`src/rtl/ptw_pkg.sv`:
```
package ptw_pkg;
  // Walk geometry
  localparam int VA_W    = 64;
  localparam int PA_W    = 45;
  localparam int OFF_W   = 13;
  localparam int IDX_W   = 10;
  localparam int LEVELS  = 3;
  localparam int PTE_W   = 64;
  localparam int PPN_W   = PA_W - OFF_W;
  localparam int PTE_LG  = 3;
  // Derived
  localparam int SPARE_W  = VA_W - OFF_W - LEVELS * IDX_W;
  localparam int SIGN_BIT = OFF_W + LEVELS * IDX_W - 1;
  localparam int LVL_W    = $clog2(LEVELS + 1);
  localparam int SEL_N    = 1 << LVL_W;

  typedef enum logic [1:0] {ST_IDLE, ST_ISSUE, ST_WAIT} walk_st_e;

  function automatic logic [PA_W-1:0] pte_addr(input logic [PA_W-1:0] base,
                                               input logic [IDX_W-1:0] idx);
    return base + (PA_W'(idx) << PTE_LG);
  endfunction

  function automatic logic [PPN_W-1:0] pte_ppn(input logic [PTE_W-1:0] pte);
    return pte[PTE_W-1 -: PPN_W];
  endfunction

  function automatic logic pte_ok(input logic [PTE_W-1:0] pte);
    return pte[0];
  endfunction

  function automatic logic [PA_W-1:0] join_pa(input logic [PPN_W-1:0] ppn,
                                              input logic [OFF_W-1:0] off);
    return {ppn, off};
  endfunction

  function automatic logic spare_bits_ok(input logic [VA_W-1:0] va);
    logic [SPARE_W:0] hi;
    hi = va[VA_W-1:SIGN_BIT];
    return (&hi) | ~(|hi);
  endfunction
endpackage

```
`src/rtl/ptw_va_check.sv`:
```
module ptw_va_check
  import ptw_pkg::*;
(
  input  logic [VA_W-1:0] va_i,
  output logic            canon_ok_o
);
  assign canon_ok_o = spare_bits_ok(va_i);
endmodule

```
`src/rtl/ptw_pte_addr.sv`:
```
module ptw_pte_addr
  import ptw_pkg::*;
(
  input  logic [VA_W-1:0]  va_i,
  input  logic [LVL_W-1:0] lvl_i,
  input  logic [PA_W-1:0]  base_i,
  output logic [PA_W-1:0]  addr_o
);
  logic [IDX_W-1:0] idx_tbl [SEL_N];
  logic [IDX_W-1:0] idx_sel;

  // slot g holds the index for level g; level 1 is the highest field
  for (genvar g = 0; g < SEL_N; g++) begin : g_idx
    if (g >= 1 && g <= LEVELS) begin : g_used
      assign idx_tbl[g] = va_i[OFF_W + (LEVELS - g) * IDX_W +: IDX_W];
    end else begin : g_unused
      assign idx_tbl[g] = '0;
    end
  end

  assign idx_sel = idx_tbl[lvl_i];
  assign addr_o  = pte_addr(base_i, idx_sel);
endmodule

```
`src/rtl/ptw_walk_ctrl.sv`:
```
module ptw_walk_ctrl
  import ptw_pkg::*;
(
  input  logic             clk,
  input  logic             rst_n,
  input  logic             start_i,
  input  logic             canon_ok_i,
  input  logic [VA_W-1:0]  va_i,
  input  logic [PA_W-1:0]  ptbr_i,
  input  logic             rvalid_i,
  input  logic [PTE_W-1:0] rdata_i,
  output logic             busy_o,
  output logic             req_o,
  output logic [VA_W-1:0]  va_q_o,
  output logic [LVL_W-1:0] lvl_q_o,
  output logic [PA_W-1:0]  base_q_o,
  output logic             done_o,
  output logic             fault_o,
  output logic [LVL_W-1:0] fault_lvl_o,
  output logic [PA_W-1:0]  pa_o
);
  walk_st_e         st_q;
  logic [VA_W-1:0]  va_q;
  logic [LVL_W-1:0] lvl_q;
  logic [PA_W-1:0]  base_q;
  logic             done_q, fault_q;
  logic [LVL_W-1:0] flvl_q;
  logic [PA_W-1:0]  pa_q;

  // named events
  logic accept_ev, bad_va_ev, rsp_ev, pte_bad_ev, last_lvl, walk_ok_ev, descend_ev;
  assign accept_ev  = (st_q == ST_IDLE) && start_i;
  assign bad_va_ev  = accept_ev && !canon_ok_i;
  assign rsp_ev     = (st_q == ST_WAIT) && rvalid_i;
  assign pte_bad_ev = rsp_ev && !pte_ok(rdata_i);
  assign last_lvl   = (lvl_q == LVL_W'(LEVELS));
  assign walk_ok_ev = rsp_ev && pte_ok(rdata_i) && last_lvl;
  assign descend_ev = rsp_ev && pte_ok(rdata_i) && !last_lvl;

  always_ff @(posedge clk) begin
    if (!rst_n) begin
      st_q    <= ST_IDLE;
      va_q    <= '0;
      lvl_q   <= '0;
      base_q  <= '0;
      done_q  <= 1'b0;
      fault_q <= 1'b0;
      flvl_q  <= '0;
      pa_q    <= '0;
    end else begin
      done_q  <= 1'b0;
      fault_q <= 1'b0;
      flvl_q  <= '0;
      pa_q    <= '0;
      unique case (st_q)
        ST_IDLE: begin
          if (bad_va_ev) begin
            done_q  <= 1'b1;
            fault_q <= 1'b1;
          end else if (accept_ev) begin
            st_q   <= ST_ISSUE;
            va_q   <= va_i;
            base_q <= ptbr_i;
            lvl_q  <= LVL_W'(1);
          end
        end
        ST_ISSUE: st_q <= ST_WAIT;
        ST_WAIT: begin
          if (pte_bad_ev) begin
            st_q    <= ST_IDLE;
            done_q  <= 1'b1;
            fault_q <= 1'b1;
            flvl_q  <= lvl_q;
          end else if (walk_ok_ev) begin
            st_q   <= ST_IDLE;
            done_q <= 1'b1;
            pa_q   <= join_pa(pte_ppn(rdata_i), va_q[OFF_W-1:0]);
          end else if (descend_ev) begin
            st_q   <= ST_ISSUE;
            base_q <= {pte_ppn(rdata_i), {OFF_W{1'b0}}};
            lvl_q  <= lvl_q + LVL_W'(1);
          end
        end
        default: st_q <= ST_IDLE;
      endcase
    end
  end

  assign busy_o      = (st_q != ST_IDLE);
  assign req_o       = (st_q == ST_ISSUE);
  assign va_q_o      = va_q;
  assign lvl_q_o     = lvl_q;
  assign base_q_o    = base_q;
  assign done_o      = done_q;
  assign fault_o     = fault_q;
  assign fault_lvl_o = flvl_q;
  assign pa_o        = pa_q;

  a_r5_req_single: assert property (@(posedge clk) disable iff (!rst_n)
    req_o |=> !req_o);
  a_r5_no_req_while_waiting: assert property (@(posedge clk) disable iff (!rst_n)
    (st_q == ST_WAIT && !rvalid_i) |=> !req_o);
  a_r4_base_page_aligned: assert property (@(posedge clk) disable iff (!rst_n)
    descend_ev |=> (base_q[OFF_W-1:0] == '0) && req_o);
  a_r6_fault_level: assert property (@(posedge clk) disable iff (!rst_n)
    pte_bad_ev |=> fault_o && (fault_lvl_o == $past(lvl_q)) && !busy_o);
  a_r8_start_ignored_busy: assert property (@(posedge clk) disable iff (!rst_n)
    (busy_o && start_i) |=> $stable(va_q));
  a_r10_stray_rvalid: assert property (@(posedge clk) disable iff (!rst_n)
    (st_q == ST_IDLE && rvalid_i && !start_i) |=> (!busy_o && !done_o));
  a_r9_fault_with_done: assert property (@(posedge clk) disable iff (!rst_n)
    fault_o |-> (done_o && pa_o == '0));
  a_r9_ok_level_zero: assert property (@(posedge clk) disable iff (!rst_n)
    (done_o && !fault_o) |-> (fault_lvl_o == '0));
endmodule

```
`src/rtl/pt_walker.sv`:
```
module pt_walker
  import ptw_pkg::*;
(
  input  logic             clk,
  input  logic             rst_n,
  input  logic             start_i,
  input  logic [VA_W-1:0]  va_i,
  input  logic [PA_W-1:0]  ptbr_i,
  output logic             busy_o,
  output logic             mem_req_o,
  output logic [PA_W-1:0]  mem_addr_o,
  input  logic             mem_rvalid_i,
  input  logic [PTE_W-1:0] mem_rdata_i,
  output logic             done_o,
  output logic             fault_o,
  output logic [LVL_W-1:0] fault_lvl_o,
  output logic [PA_W-1:0]  pa_o
);
  logic             canon_ok;
  logic [VA_W-1:0]  va_q;
  logic [LVL_W-1:0] lvl_q;
  logic [PA_W-1:0]  base_q;

  ptw_va_check u_va_check (
    .va_i       (va_i),
    .canon_ok_o (canon_ok)
  );

  ptw_walk_ctrl u_ctrl (
    .clk         (clk),
    .rst_n       (rst_n),
    .start_i     (start_i),
    .canon_ok_i  (canon_ok),
    .va_i        (va_i),
    .ptbr_i      (ptbr_i),
    .rvalid_i    (mem_rvalid_i),
    .rdata_i     (mem_rdata_i),
    .busy_o      (busy_o),
    .req_o       (mem_req_o),
    .va_q_o      (va_q),
    .lvl_q_o     (lvl_q),
    .base_q_o    (base_q),
    .done_o      (done_o),
    .fault_o     (fault_o),
    .fault_lvl_o (fault_lvl_o),
    .pa_o        (pa_o)
  );

  ptw_pte_addr u_addr (
    .va_i   (va_q),
    .lvl_i  (lvl_q),
    .base_i (base_q),
    .addr_o (mem_addr_o)
  );

  a_r7_bad_va_no_read: assert property (@(posedge clk) disable iff (!rst_n)
    (start_i && !busy_o && !canon_ok) |=> (!mem_req_o && done_o && fault_o && fault_lvl_o == '0));
  a_r3_addr_stable_in_wait: assert property (@(posedge clk) disable iff (!rst_n)
    mem_req_o |=> $stable(mem_addr_o));
endmodule

```
`config.mk`:
```
export PLATFORM = sky130hd
export DESIGN_NAME = pt_walker
export DESIGN_NICKNAME = d
export VERILOG_FILES = /design/src/rtl/ptw_pkg.sv /design/src/rtl/ptw_va_check.sv /design/src/rtl/ptw_pte_addr.sv /design/src/rtl/ptw_walk_ctrl.sv /design/src/rtl/pt_walker.sv
export SDC_FILE = /design/constraint.sdc
export NUM_CORES = 1
export LEC_CHECK = 0
export BUFFER_PORTS_ARGS = -buffer_cell sky130_fd_sc_hd__buf_4
export CAP_MARGIN = 10
export CORE_UTILIZATION = 54
export DETAILED_ROUTE_END_ITERATION = 12
export PLACE_DENSITY_LB_ADDON = 0.3
export SKIP_CTS_REPAIR_TIMING = 1
export SYNTH_ARGS = -nofsm -noshare
export SYNTH_HDL_FRONTEND = slang
export SYNTH_HIERARCHICAL = 1
export SYNTH_SLANG_ARGS = --single-unit
```
`constraint.sdc`:
```
create_clock -name clk -period 11 [get_ports clk]
set_clock_uncertainty 0.1 [all_clocks]
set_input_delay 3.3 -clock clk [delete_from_list [all_inputs] [get_ports clk]]
set_output_delay 3.3 -clock clk [all_outputs]
set_load 0.02 [all_outputs]
```
==> flow_summary.json <==
{
  "outcome": "finished clean",
  "wl_mm": 19.0,
  "synth_nets": 945,
  "drive_gt1_frac": 0.346,
  "drc": 0,
  "grt_pass1_vias": 6153,
  "p_leak_nw": 3.88,
  "grt_overflow": 0,
  "power_density_mw_per_mm2": 122,
  "power.switching_w": 0.000244,
  "fin_tns_setup_ns": 0,
  "nFillCells": 926,
  "syn_inst": 756,
  "cp-start-kind": "flop",
  "worst-path-max-fanout": 16,
  "placed_area_mm2": 0.00868,
  "place_congestion": 0.910,
  "nets": 1143,
  "max_freq_ghz": 0.127,
  "drt_iter0_markers": 487,
  "clk_pin_slew_ns": 0.06,
  "rows": 40,
  "crit_required_ns": 7.60,
  "die_area_mm2": 0.0133,
  "path_class": "flop to primary output",
  "final_area_mm2": 0.00926,
  "peakVddDrop_v": 0.000102,
  "grt_use_total": 0.292,
  "start_util": 0.565,
  "cp.arrival_ns": 4.47,
  "core_area_mm2": 0.0123,
  "antenna_found_initial": 0,
  "swShare": 0.216,
  "dp_hpwl_mm": 12.8,
  "power_frac_seq": 0.452,
  "min_period_over_period": 0.715,
  "avgSynthCellArea_um2": 9.16,
  "report.final.slew_viol_count": 0,
  "finalCriticalPeriod_ns": 7.87,
  "internal_power_w": 0.000887,
  "p_comb_frac": 0.054,
  "clock_sinks": 141,
  "clockRootBuffer": "clkbuf_16",
  "firstDrtPassIters": 5,
  "drt-vias-per-instance": 5.65,
  "critPathMaxStageDelay_ns": 0.75,
  "dr_total_vias": 6408,
  "ant_nets": 0,
  "crit_chain": "nor2b_1 > a22o_1 > ha_1 > inv_1 > fa_1 > nand2b_1 > a21oi_1 > o211ai_2 > a2111oi_2 > xor2_1 > buf_4",
  "yosysWarnings": 6,
  "port_buffers": 241,
  "num_antenna_cells": 0,
  "setup_viol": 0,
  "grt_pass1_wl_mm": 30.0,
  "finalHoldViolCount": 0,
  "die_h_um": 115,
  "tightest_slew_ns": 1.13,
  "area_growth_pct": 33.7,
  "h-tree-depth": 4,
  "cap_viol_max_count": 0,
  "hold_path.class": "flop to flop",
  "crit_slowest_cell": "dfxtp_1",
  "slew_headroom": 0.244,
  "endpoint_kind": "primary output",
  "clock_path_buffers": 2,
  "cts_buffers": 17,
  "tritoncts": "done",
  "cp_top_family": "compound AO/OA/AOI/OAI gates",
  "clkPwrFrac": 0.494,
  "path_buf_inv": 2,
  "die_x_um": 115,
  "syn_area_mm2": 0.00692,
  "grt_max_degree": 92,
  "clkLatencyLatePin_ns": 0.42,
  "wl_per_cell_um": 16.7,
  "rsz0062_at_grt": "false",
  "num_io_pins": 273
}
[tightest hold or removal path, stage by stage (launching register included)]
cell	delay, ns
dfxtp_1	0.30
nand2_1	0.05
a21oi_1	0.05
[stage by stage]
step | setup WS (ns) | std cells | total power [W] | util | hold WS, ns
floorplan | 4.51 | 756 | 0.000537 | - | 0.330
global placement | 3.70 | 1103 | 0.000583 | 0.708 | 0.334
detailed placement | 3.66 | 1103 | 0.000584 | 0.708 | 0.338
CTS | 3.15 | 1134 | 0.00114 | 0.755 | 0.351
global route | 2.86 | 1134 | 0.00117 | 0.755 | 0.368
finish | 3.13 | 1134 | 0.00113 | 0.755 | 0.349
[cells in the final DEF, fill, tap and decap left out, types with 17 or more instances in the layout]
cell type / count
clkbuf_16: 17
and2_1: 45
dfxtp_1: 141
nand3_1: 19
xor2_1: 31
buf_4: 247
a211oi_2: 19
mux2i_1: 32
a211oi_1: 53
nand2_1: 109
a21oi_1: 73
[final cells by class]
type	instances	area, µm²	share of cell area
Multi-Input combinational cell	536	3750	0.405
Sequential cell	141	2820	0.305
Timing Repair Buffer	247	1850	0.200
Clock buffer	18	439	0.0475
Tap cell	168	210	0.0227
Clock inverter	13	139	0.0150
Inverter	11	42.5	0.00460
[worst paths after layout]
path,from,end,slack (ns),cells past startpoint
worst max-delay path,u_ctrl/lvl_q_o[1],mem_addr_o[31],3.13,11
worst min-delay path,u_ctrl/va_q_o[8],u_ctrl/va_q_o[8],0.35,2
worst max register to register,u_ctrl/lvl_q_o[1],u_ctrl/pa_o[21],8.42,5
worst min register to register,u_ctrl/va_q_o[8],u_ctrl/va_q_o[8],0.35,2
[power by group through the flow]
stage | Combinational [W] | Sequential, W | Clock [W]
2_1_floorplan | 0.0000142 | 0.000523 | 0
3_3_place_gp | 0.0000605 | 0.000522 | 0
3_5_place_dp | 0.0000612 | 0.000522 | 0
4_1_cts | 0.0000617 | 0.000511 | 0.000567
5_1_grt | 0.0000662 | 0.000511 | 0.000589
6_report | 0.0000616 | 0.000511 | 0.000558
[registers in the layout, summed over array words and instances (netlist names)]
| name | flops |
|---|---|
| u_ctrl/va_q_o | 43 |
| u_ctrl/base_q_o | 45 |
| u_ctrl/lvl_q_o | 2 |
| u_ctrl/fault_lvl_o | 2 |
| u_ctrl/fault_o | 1 |
| u_ctrl/done_o | 1 |
| u_ctrl/st_q | 2 |
| u_ctrl/pa_o | 45 |
[layer usage]
metal | global-route usage | wire length (µm) | vias to the layer above | share of wire
li1 | - | - | 3111 | -
met1 | 0.350 | 7810 | 3007 | 0.41
met2 | 0.497 | 9250 | 257 | 0.49
met3 | 0.0722 | 1350 | 33 | 0.071
met4 | 0.125 | 535 | 0 | 0.028
met5 | 0 | 0 | - | 0
No activity file was read; power rests on OpenSTA's default activity.
